## src/rtl/codeSlewPkg.sv

```systemverilog
package codeSlewPkg;

  typedef enum logic [1:0] {
    SLEW_IDLE = 2'd0,
    SLEW_PEND = 2'd1,
    SLEW_RUN  = 2'd2
  } slewStateT;

  // control -> datapath
  typedef struct packed {
    logic loadCnt;
    logic decCnt;
    logic inhibit;
  } slewStrobeT;

  // datapath -> control
  typedef struct packed {
    logic relEdge;
    logic cntLast;
    logic wrNonZero;
  } slewStatusT;

endpackage

```

## src/rtl/codeSlewCtrl.sv

```systemverilog
module codeSlewCtrl
  import codeSlewPkg::*;
(
  input  logic       clk,
  input  logic       rstN,
  input  logic       chanRstN,
  input  logic       slewWrEn,
  input  logic       codeTickIn,
  input  logic       dumpStb,
  input  slewStatusT status,
  output slewStrobeT strobe,
  output logic       busy
);

  slewStateT stateQ, stateNext;

  always_ff @(posedge clk or negedge rstN) begin
    if (!rstN) stateQ <= SLEW_IDLE;
    else       stateQ <= stateNext;
  end

  always_comb begin
    stateNext = stateQ;
    strobe    = '0;
    unique case (stateQ)
      SLEW_IDLE: begin
        if (slewWrEn && status.wrNonZero) begin
          strobe.loadCnt = 1'b1;
          stateNext      = SLEW_PEND;
        end
      end
      SLEW_PEND: begin
        if (chanRstN && (status.relEdge || dumpStb)) stateNext = SLEW_RUN;
      end
      SLEW_RUN: begin
        strobe.inhibit = 1'b1;
        if (!chanRstN) begin
          stateNext = SLEW_IDLE;
        end else if (codeTickIn) begin
          strobe.decCnt = 1'b1;
          if (status.cntLast) stateNext = SLEW_IDLE;
        end
      end
      default: stateNext = SLEW_IDLE;
    endcase
  end

  assign busy = (stateQ != SLEW_IDLE);

  // a pending slew waits while the channel is inactive
  p_wait_inactive_r5: assert property (@(posedge clk) disable iff (!rstN)
    (stateQ == SLEW_PEND && !chanRstN) |=> (stateQ == SLEW_PEND));

  // channel reset during a running slew cancels it
  p_cancel_r11: assert property (@(posedge clk) disable iff (!rstN)
    (stateQ == SLEW_RUN && !chanRstN) |=> !busy);

  // the pending state leaves only towards the running state
  p_start_r6: assert property (@(posedge clk) disable iff (!rstN)
    (stateQ == SLEW_PEND && stateNext != SLEW_PEND) |=> (stateQ == SLEW_RUN));

endmodule

```

## src/rtl/codeSlewDatapath.sv

```systemverilog
module codeSlewDatapath
  import codeSlewPkg::*;
#(
  parameter int SLEW_W = 8
) (
  input  logic              clk,
  input  logic              rstN,
  input  logic              chanRstN,
  input  logic              codeTickIn,
  input  logic [SLEW_W-1:0] slewWrData,
  input  slewStrobeT        strobe,
  output slewStatusT        status,
  output logic              codeTickOut,
  output logic              accumHold
);

  localparam logic [SLEW_W-1:0] CNT_ONE = SLEW_W'(1);

  logic [SLEW_W-1:0] cntQ;
  logic              chanPrevQ;

  always_ff @(posedge clk or negedge rstN) begin
    if (!rstN) begin
      cntQ      <= '0;
      chanPrevQ <= 1'b0;
    end else begin
      chanPrevQ <= chanRstN;
      if (strobe.loadCnt)     cntQ <= slewWrData;
      else if (strobe.decCnt) cntQ <= cntQ - CNT_ONE;
    end
  end

  always_comb begin
    status.relEdge   = chanRstN && !chanPrevQ;
    status.cntLast   = (cntQ == CNT_ONE);
    status.wrNonZero = (slewWrData != '0);
  end

  assign codeTickOut = codeTickIn && chanRstN && !strobe.inhibit;
  assign accumHold   = !chanRstN || strobe.inhibit;

  // the count changes only on a load or a counted tick
  p_cnt_stable_r10: assert property (@(posedge clk) disable iff (!rstN)
    (!strobe.loadCnt && !strobe.decCnt) |=> $stable(cntQ));

  // a counted tick never starts from an empty count
  p_no_underflow_r7: assert property (@(posedge clk) disable iff (!rstN)
    strobe.decCnt |-> (cntQ != '0));

endmodule

```

## src/rtl/codeSlewCtl.sv

```systemverilog
module codeSlewCtl
  import codeSlewPkg::*;
#(
  parameter int SLEW_W = 8
) (
  input  logic              clk,
  input  logic              rstN,
  input  logic              chanRstN,
  input  logic              slewWrEn,
  input  logic [SLEW_W-1:0] slewWrData,
  input  logic              codeTickIn,
  input  logic              dumpStb,
  output logic              codeTickOut,
  output logic              accumHold,
  output logic              slewBusy
);

  slewStrobeT strobe;
  slewStatusT status;

  codeSlewCtrl uCtrl (
    .clk        (clk),
    .rstN       (rstN),
    .chanRstN   (chanRstN),
    .slewWrEn   (slewWrEn),
    .codeTickIn (codeTickIn),
    .dumpStb    (dumpStb),
    .status     (status),
    .strobe     (strobe),
    .busy       (slewBusy)
  );

  codeSlewDatapath #(.SLEW_W(SLEW_W)) uData (
    .clk         (clk),
    .rstN        (rstN),
    .chanRstN    (chanRstN),
    .codeTickIn  (codeTickIn),
    .slewWrData  (slewWrData),
    .strobe      (strobe),
    .status      (status),
    .codeTickOut (codeTickOut),
    .accumHold   (accumHold)
  );

  // a nonzero write while idle arms the slew
  p_arm_r3: assert property (@(posedge clk) disable iff (!rstN)
    (!slewBusy && slewWrEn && slewWrData != '0) |=> slewBusy);

  // a zero write while idle arms nothing
  p_zero_write_r4: assert property (@(posedge clk) disable iff (!rstN)
    (!slewBusy && slewWrEn && slewWrData == '0) |=> !slewBusy);

  // the running slew swallows ticks and holds the accumulators
  p_suppress_r8: assert property (@(posedge clk) disable iff (!rstN)
    strobe.inhibit |-> (!codeTickOut && accumHold));

  // an inactive channel gets no ticks
  p_inactive_r2: assert property (@(posedge clk) disable iff (!rstN)
    !chanRstN |-> (!codeTickOut && accumHold));

  // busy ends only after a swallowed tick or a cancel
  p_busy_fall_r7: assert property (@(posedge clk) disable iff (!rstN)
    $fell(slewBusy) |-> ($past(codeTickIn) || !$past(chanRstN)));

endmodule

```

## config.mk

```make
export PLATFORM = sky130hd
export DESIGN_NAME = codeSlewCtl
export DESIGN_NICKNAME = d
export VERILOG_FILES = /design/src/rtl/codeSlewPkg.sv /design/src/rtl/codeSlewCtrl.sv /design/src/rtl/codeSlewDatapath.sv /design/src/rtl/codeSlewCtl.sv
export SDC_FILE = /design/constraint.sdc
export NUM_CORES = 1
export LEC_CHECK = 0
export BUFFER_PORTS_ARGS = -buffer_cell sky130_fd_sc_hd__buf_2
export CAP_MARGIN = 10
export CORE_AREA = 2 2 39 41
export DETAILED_ROUTE_END_ITERATION = 6
export DIE_AREA = 0 0 41 43
export PLACE_DENSITY = 0.78
export RECOVER_POWER = 25
export SLEW_MARGIN = 15
export SYNTH_ARGS = -nofsm -noshare
export SYNTH_HDL_FRONTEND = slang
export SYNTH_HIERARCHICAL = 1
export SYNTH_SLANG_ARGS = --single-unit
```

## constraint.sdc

```tcl
create_clock -name clk -period 4.1 [get_ports clk]
set_input_delay 0.615 -clock clk [delete_from_list [all_inputs] [get_ports clk]]
set_output_delay 0.615 -clock clk [all_outputs]
set_load 0.05 [all_outputs]
```

# [Yosys cells after proc, flatten, opt, wreduce, memory -nomap -nowiden]
# Cells that the tools add are included.
[op_classes] n_reduce_logical=15 order_cmp=0 div_mod_pow=0 mul=0 shifts=0 mux=13 eq_ne=7 bitwise=0 add_sub_neg=1
[op_table] operator="8-bit two-way mux" n=2
[op_table] operator="2-bit two-way mux" n=6
[op_table] operator="8-bit by 1-bit equality test with 1-bit output, second input constant" n=1
[op_table] operator="8-bit nonzero test" n=1
[op_table] operator="8-bit by 1-bit subtractor with 8-bit output, second input constant" n=1
[op_table] operator="3-bit inequality test, second input constant" n=2
[op_table] operator="2-bit one-hot mux with 3 select lines" n=1
[op_table] operator="1-bit logical AND" n=5
[op_table] operator="1-bit two-way mux" n=4
[op_table] operator="2-bit by 1-bit inequality test with 1-bit output, second input constant" n=2
[op_table] operator="4-bit AND reduction" n=1
[op_table] operator="2-bit nonzero test" n=2
[op_table] operator="1-bit logical NOT" n=3
[op_table] operator="2-bit by 1-bit equality test with 1-bit output, second input constant" n=1
[op_table] operator="2-bit equality test, second input constant" n=1
[op_table] operator="2-bit logical NOT" n=1
[op_table] operator="1-bit logical OR" n=2
[totals] romBits=0 mem_count=0 mem_bits_rw=0 reg_bits=11 inputBits=14 latchBits=0

# [Longest topological paths before layout]
[depth] depth_word=6 depth_mapped=7

# [Cells and area by module]
# The synthesis kept the hierarchy.
[modules_own_cells] module="codeSlewDatapath" seq_area_each_um2=225.2 instances=1 cells_each=58 area_per_inst_um2=521.8
[modules_own_cells] module="codeSlewCtrl" seq_area_each_um2=50.0 instances=1 cells_each=13 area_per_inst_um2=121.4

# [Worst setup path after synthesis]
# OpenSTA, ideal clock, no wires.
[synth_path] path_kind="input to output" from="input chanRstN" to="output codeTickOut" cell_stages=2 t_arrival_ns=1.692 setup_slack_ns=1.793 cell_sequence="nand2b_1 nor2_1"
[synth_between] elab_chain_len=2
[synth_lines] item="from (decl)" line="codeSlewCtl.sv:8" text="input logic chanRstN,"
[synth_lines] item="1-bit logical AND (2 in series)" line="codeSlewDatapath.sv:39" text="assign codeTickOut = codeTickIn && chanRstN && !strobe.inhibit;"
[synth_lines] item="to (decl)" line="codeSlewCtl.sv:13" text="output logic codeTickOut,"
# Every way passes these cells.

==> impl_table.tex <==
\begin{tabular}{lr}
\hline
Metric & Value \\
\hline
\multicolumn{2}{l}{\textbf{Power and ir drop}} \\
Total power after layout & 450.7 uW \\
Internal portion of total power & 262.3 uW \\
Total net switching power & 188.4 uW \\
Part of the total power dissipated in combinational logic & 38.1\% \\
Net switching share of the total power & 41.80\% \\
Share of power burned in the clock network & 16.7\% \\
Pwr dens & 588.6 nW/um\^{}2 \\
Sequential group share of total power & 45.1\% \\
Worst ir drop on vdd & 231.6 uV \\
Leakage component of the power & 0.3383 nW \\
\multicolumn{2}{l}{\textbf{Clock network}} \\
Num Clock Sinks & 11 \\
CTS tree & done \\
Cts repair resizes & 0 \\
Maximum buffer depth of the clock tree & 2 \\
Number of buffers added to fix hold violations after cts & 0 \\
Number of buffers added by the clock tree synthesis step & 3 \\
CTS root buf & sky130\_fd\_sc\_hd\_\_clkbuf\_4 \\
Number of post-CTS setup repair buffers & 0 \\
Max H-tree Level & 1 \\
CTS clock-pin slew for the worst setup and hold paths & 80 ps \\
Source-to-sink clock delay at the later pin of the worst-skew pair & 280 ps \\
\multicolumn{2}{l}{\textbf{Placed design}} \\
Placed Area & 739.5 um\^{}2 \\
Count of input and output buffers & 16 \\
Routability congestion estimate from global placement & 0.8008 \\
Half-perimeter wire length after detailed placement & 1.031 mm \\
\multicolumn{2}{l}{\textbf{Die}} \\
Overall die width & 41 um \\
Area inside the core boundary & 1384 um\^{}2 \\
Starting utilization of the core area & 46.47\% \\
Area of the die & 1763 um\^{}2 \\
DIE HEIGHT & 43 um \\
Rows & 14 \\
\# IOs & 17 \\
\multicolumn{2}{l}{\textbf{Setup path}} \\
Crit path max-delay family & simple AND/OR/NAND/NOR gates \\
Maximum fanout along the worst path & 6 \\
Highest cell delay on the worst timing path & 540 ps \\
Critical path type & flop to flop \\
Library cell contributing the largest single delay on the critical path & sky130\_fd\_sc\_hd\_\_or3b\_2 \\
Slack of the worst reg-to-reg path & 2020 ps \\
Number of buffers and inverters on the critical path & 0 \\
Critical path endpoint category & flop \\
Critical Path Source Type & flop \\
Data arrival time at the worst-slack endpoint & 2280 ps \\
Required time at the worst-slack endpoint & 4300 ps \\
Crit-path cells & nor2b\_4, and3\_1, or3b\_2, or3\_2, a31oi\_1 \\
\multicolumn{2}{l}{\textbf{Synth}} \\
Syn Nets & 87 \\
Post-synthesis sequential area ratio & 42.80\% \\
Most numerous cell in the Yosys netlist & sky130\_fd\_sc\_hd\_\_nand2\_1 \\
Top flip-flop cell by instance count after synthesis & sky130\_fd\_sc\_hd\_\_dfrtp\_1 \\
Largest area contributor in the netlist & sky130\_fd\_sc\_hd\_\_dfrtp\_1 \\
Netlist area before placement & 643.1 um\^{}2 \\
Synth Instances & 71 \\
Count of unique library cells instantiated by Yosys & 29 \\
Fraction of synthesis flops using an asynchronous set or reset pin & 100.0\% \\
Synth Register Bits & 11 \\
Top cells by area in the synthesized netlist & sky130\_fd\_sc\_hd\_\_dfrtp\_1 43\%, sky130\_fd\_sc\_hd\_\_nand2\_1 7.0\%, sky130\_fd\_sc\_hd\_\_o21ai\_0 4.7\%, sky130\_fd\_sc\_hd\_\_ha\_1 3.9\%, sky130\_fd\_sc\_hd\_\_or4\_1 3.5\% \\
Total number of yosys warnings & 6 \\
Most used standard cells in the synthesized netlist & 12 x sky130\_fd\_sc\_hd\_\_nand2\_1, 11 x sky130\_fd\_sc\_hd\_\_dfrtp\_1, 6 x sky130\_fd\_sc\_hd\_\_o21ai\_0, 5 x sky130\_fd\_sc\_hd\_\_inv\_1, 5 x sky130\_fd\_sc\_hd\_\_nor2\_1 \\
Mean instance size in the synthesized netlist & 9.058 um\^{}2 \\
Area share of the largest cell type after synthesis & 42.80\% \\
EDFF count, synth & 0 \\
\multicolumn{2}{l}{\textbf{Global routing}} \\
Layer with the highest usage after global routing & met1 \\
Met3 Track Usage GR & 4.712\% \\
Via count of the first global-routing pass & 550 \\
Overall overflow remaining after global route & 0 \\
GRT met2 Usage & 25.62\% \\
Met1 global-route usage & 29.57\% \\
Number of antenna violations at the first check in global routing & 0 \\
Overall routing resource usage & 20.08\% \\
Pin count of the biggest net entering global routing & 14 \\
Wire length of the first global-routing pass & 2.366 mm \\
\multicolumn{2}{l}{\textbf{STA}} \\
Final hold viol count & 0 \\
Max-slew violation count & 0 \\
Final-layout setup total negative slack & 0 ps \\
Max Fclk & 0.4801 GHz \\
Transition time at the pin with the least slew margin & 620.3 ps \\
Post-route worst hold slack & 310.1 ps \\
Setup repair after global routing missed its margin & false \\
Minimum clock period & 2083 ps \\
Maximum clock skew at final layout & 11.89 ps \\
Tcrit/Tclk final & 50.80\% \\
Final number of setup-violating endpoints & 0 \\
Relative slew slack & 58.49\% \\
\multicolumn{2}{l}{\textbf{Hold path}} \\
Worst hold path type & primary input to asynchronous set/reset pin \\
\multicolumn{2}{l}{\textbf{Cells and area}} \\
Fraction of final layout cells sized beyond drive strength 1 & 27.78\% \\
Count of fill cells added during filler insertion & 130 \\
Number of antenna diodes & 0 \\
Final cell area excluding filler cells & 765.7 um\^{}2 \\
Synth-to-Final Area Change & 19.07\% \\
Fin nets & 107 \\
Finished Core Util & 55.33\% \\
\multicolumn{2}{l}{\textbf{Drt}} \\
Number of vias after detailed routing & 592 \\
Drt initial violations & 23 \\
Final WL & 1.369 mm \\
Length of the first detailed-routing pass in iterations & 4 \\
Post-route DRC violation count & 0 \\
Avg WL per Cell & 12.92 um \\
ANT nets after route & 0 \\
Via density & 5.585 \\
\multicolumn{2}{l}{\textbf{Flow run}} \\
Max-capacitance violation count & 0 \\
\multicolumn{2}{l}{\textbf{Outcome}} \\
Outcome & finished clean \\
\hline
\end{tabular}
-- state kept, by name (all words and copies together), names as in the netlist --
register         flops
uData/cntQ           8
uData/chanPrevQ      1
uCtrl/stateQ         2
-- per-stage QoR --
| step | instances | setup slack, ps |
|---|---|---|
| final | 106 | 2017 |
| after global routing | 106 | 1926 |
| after CTS | 106 | 2011 |
| after detailed placement | 102 | 1873 |
| after global placement | 102 | 1918 |
| after floorplan | 71 | 1793 |
-- worst reg2reg max path, stage by stage, from the launching register on --
cell and delay, ps:
sky130_fd_sc_hd__dfrtp_1 440, sky130_fd_sc_hd__nor2b_4 140, sky130_fd_sc_hd__and3_1 280, sky130_fd_sc_hd__or3b_2 540
sky130_fd_sc_hd__or3_2 430, sky130_fd_sc_hd__a31oi_1 180
-- power by group through the flow --
stage	Combinational [mW]	Clock [mW]	Sequential (mW)
after floorplan	0.135	0	0.191
after global placement	0.166	0	0.203
after detailed placement	0.169	0	0.205
after CTS	0.171	0.0791	0.203
after global routing	0.193	0.0866	0.210
final	0.172	0.0755	0.203
-- worst paths after layout --
path | cells after the start | endpoint | from
hold reg to reg | 1 | uCtrl/stateQ[0] | uCtrl/stateQ[1]
setup reg to reg | 5 | uData/cntQ[3] | uCtrl/stateQ[0]
min in group clk | 1 | uCtrl/stateQ[0] | uCtrl/stateQ[1]
max in group asynchronous | 1 | uData/cntQ[1] | rstN
hold / removal | 1 | uData/cntQ[5] | rstN
setup / recovery | 5 | uData/cntQ[3] | uCtrl/stateQ[0]
-- layout make-up --
| cell class | count | area (um^2) | share of cell area, % |
|---|---|---|---|
| Multi-Input combinational cell | 54 | 345.3 | 45.10 |
| Sequential cell | 11 | 275.3 | 35.95 |
| Timing Repair Buffer | 16 | 78.83 | 10.29 |
| Clock buffer | 3 | 22.52 | 2.941 |
| Tap cell | 16 | 20.02 | 2.614 |
| Inverter | 5 | 18.77 | 2.451 |
| Clock inverter | 1 | 5.005 | 0.6536 |
-- cells by family (layout without fill, tap and decap cells) --
group           Yosys count  after routing  share of synthesized area, %
compound gates           14             14                         14.01
fa+ha+maj                 2              2                         3.890
simple gates             35             35                         31.71
flops                    11             11                         42.80
buf+inv                   6             25                         3.502
xor+xnor                  3              3                         4.086
-- routing by layer --
layer	wire, um	vias to the layer above
li1	-	294
met1	638	279
met2	683	19
met3	47	0
met4	0	0
met5	0	-
-- cells in the final DEF (no fill, tap or decap), drive strengths merged, types with 2 or more instances in the layout --
cell and n:
o211ai 2, nor4 2, nor2 5, or4 4
dfrtp 11, nand2 12, or3 2, inv 5
ha 2, buf 15, xnor2 2, o21ai 6
a31oi 2, nor2b 2, clkbuf 4
Power figures use the tool's default switching activity.
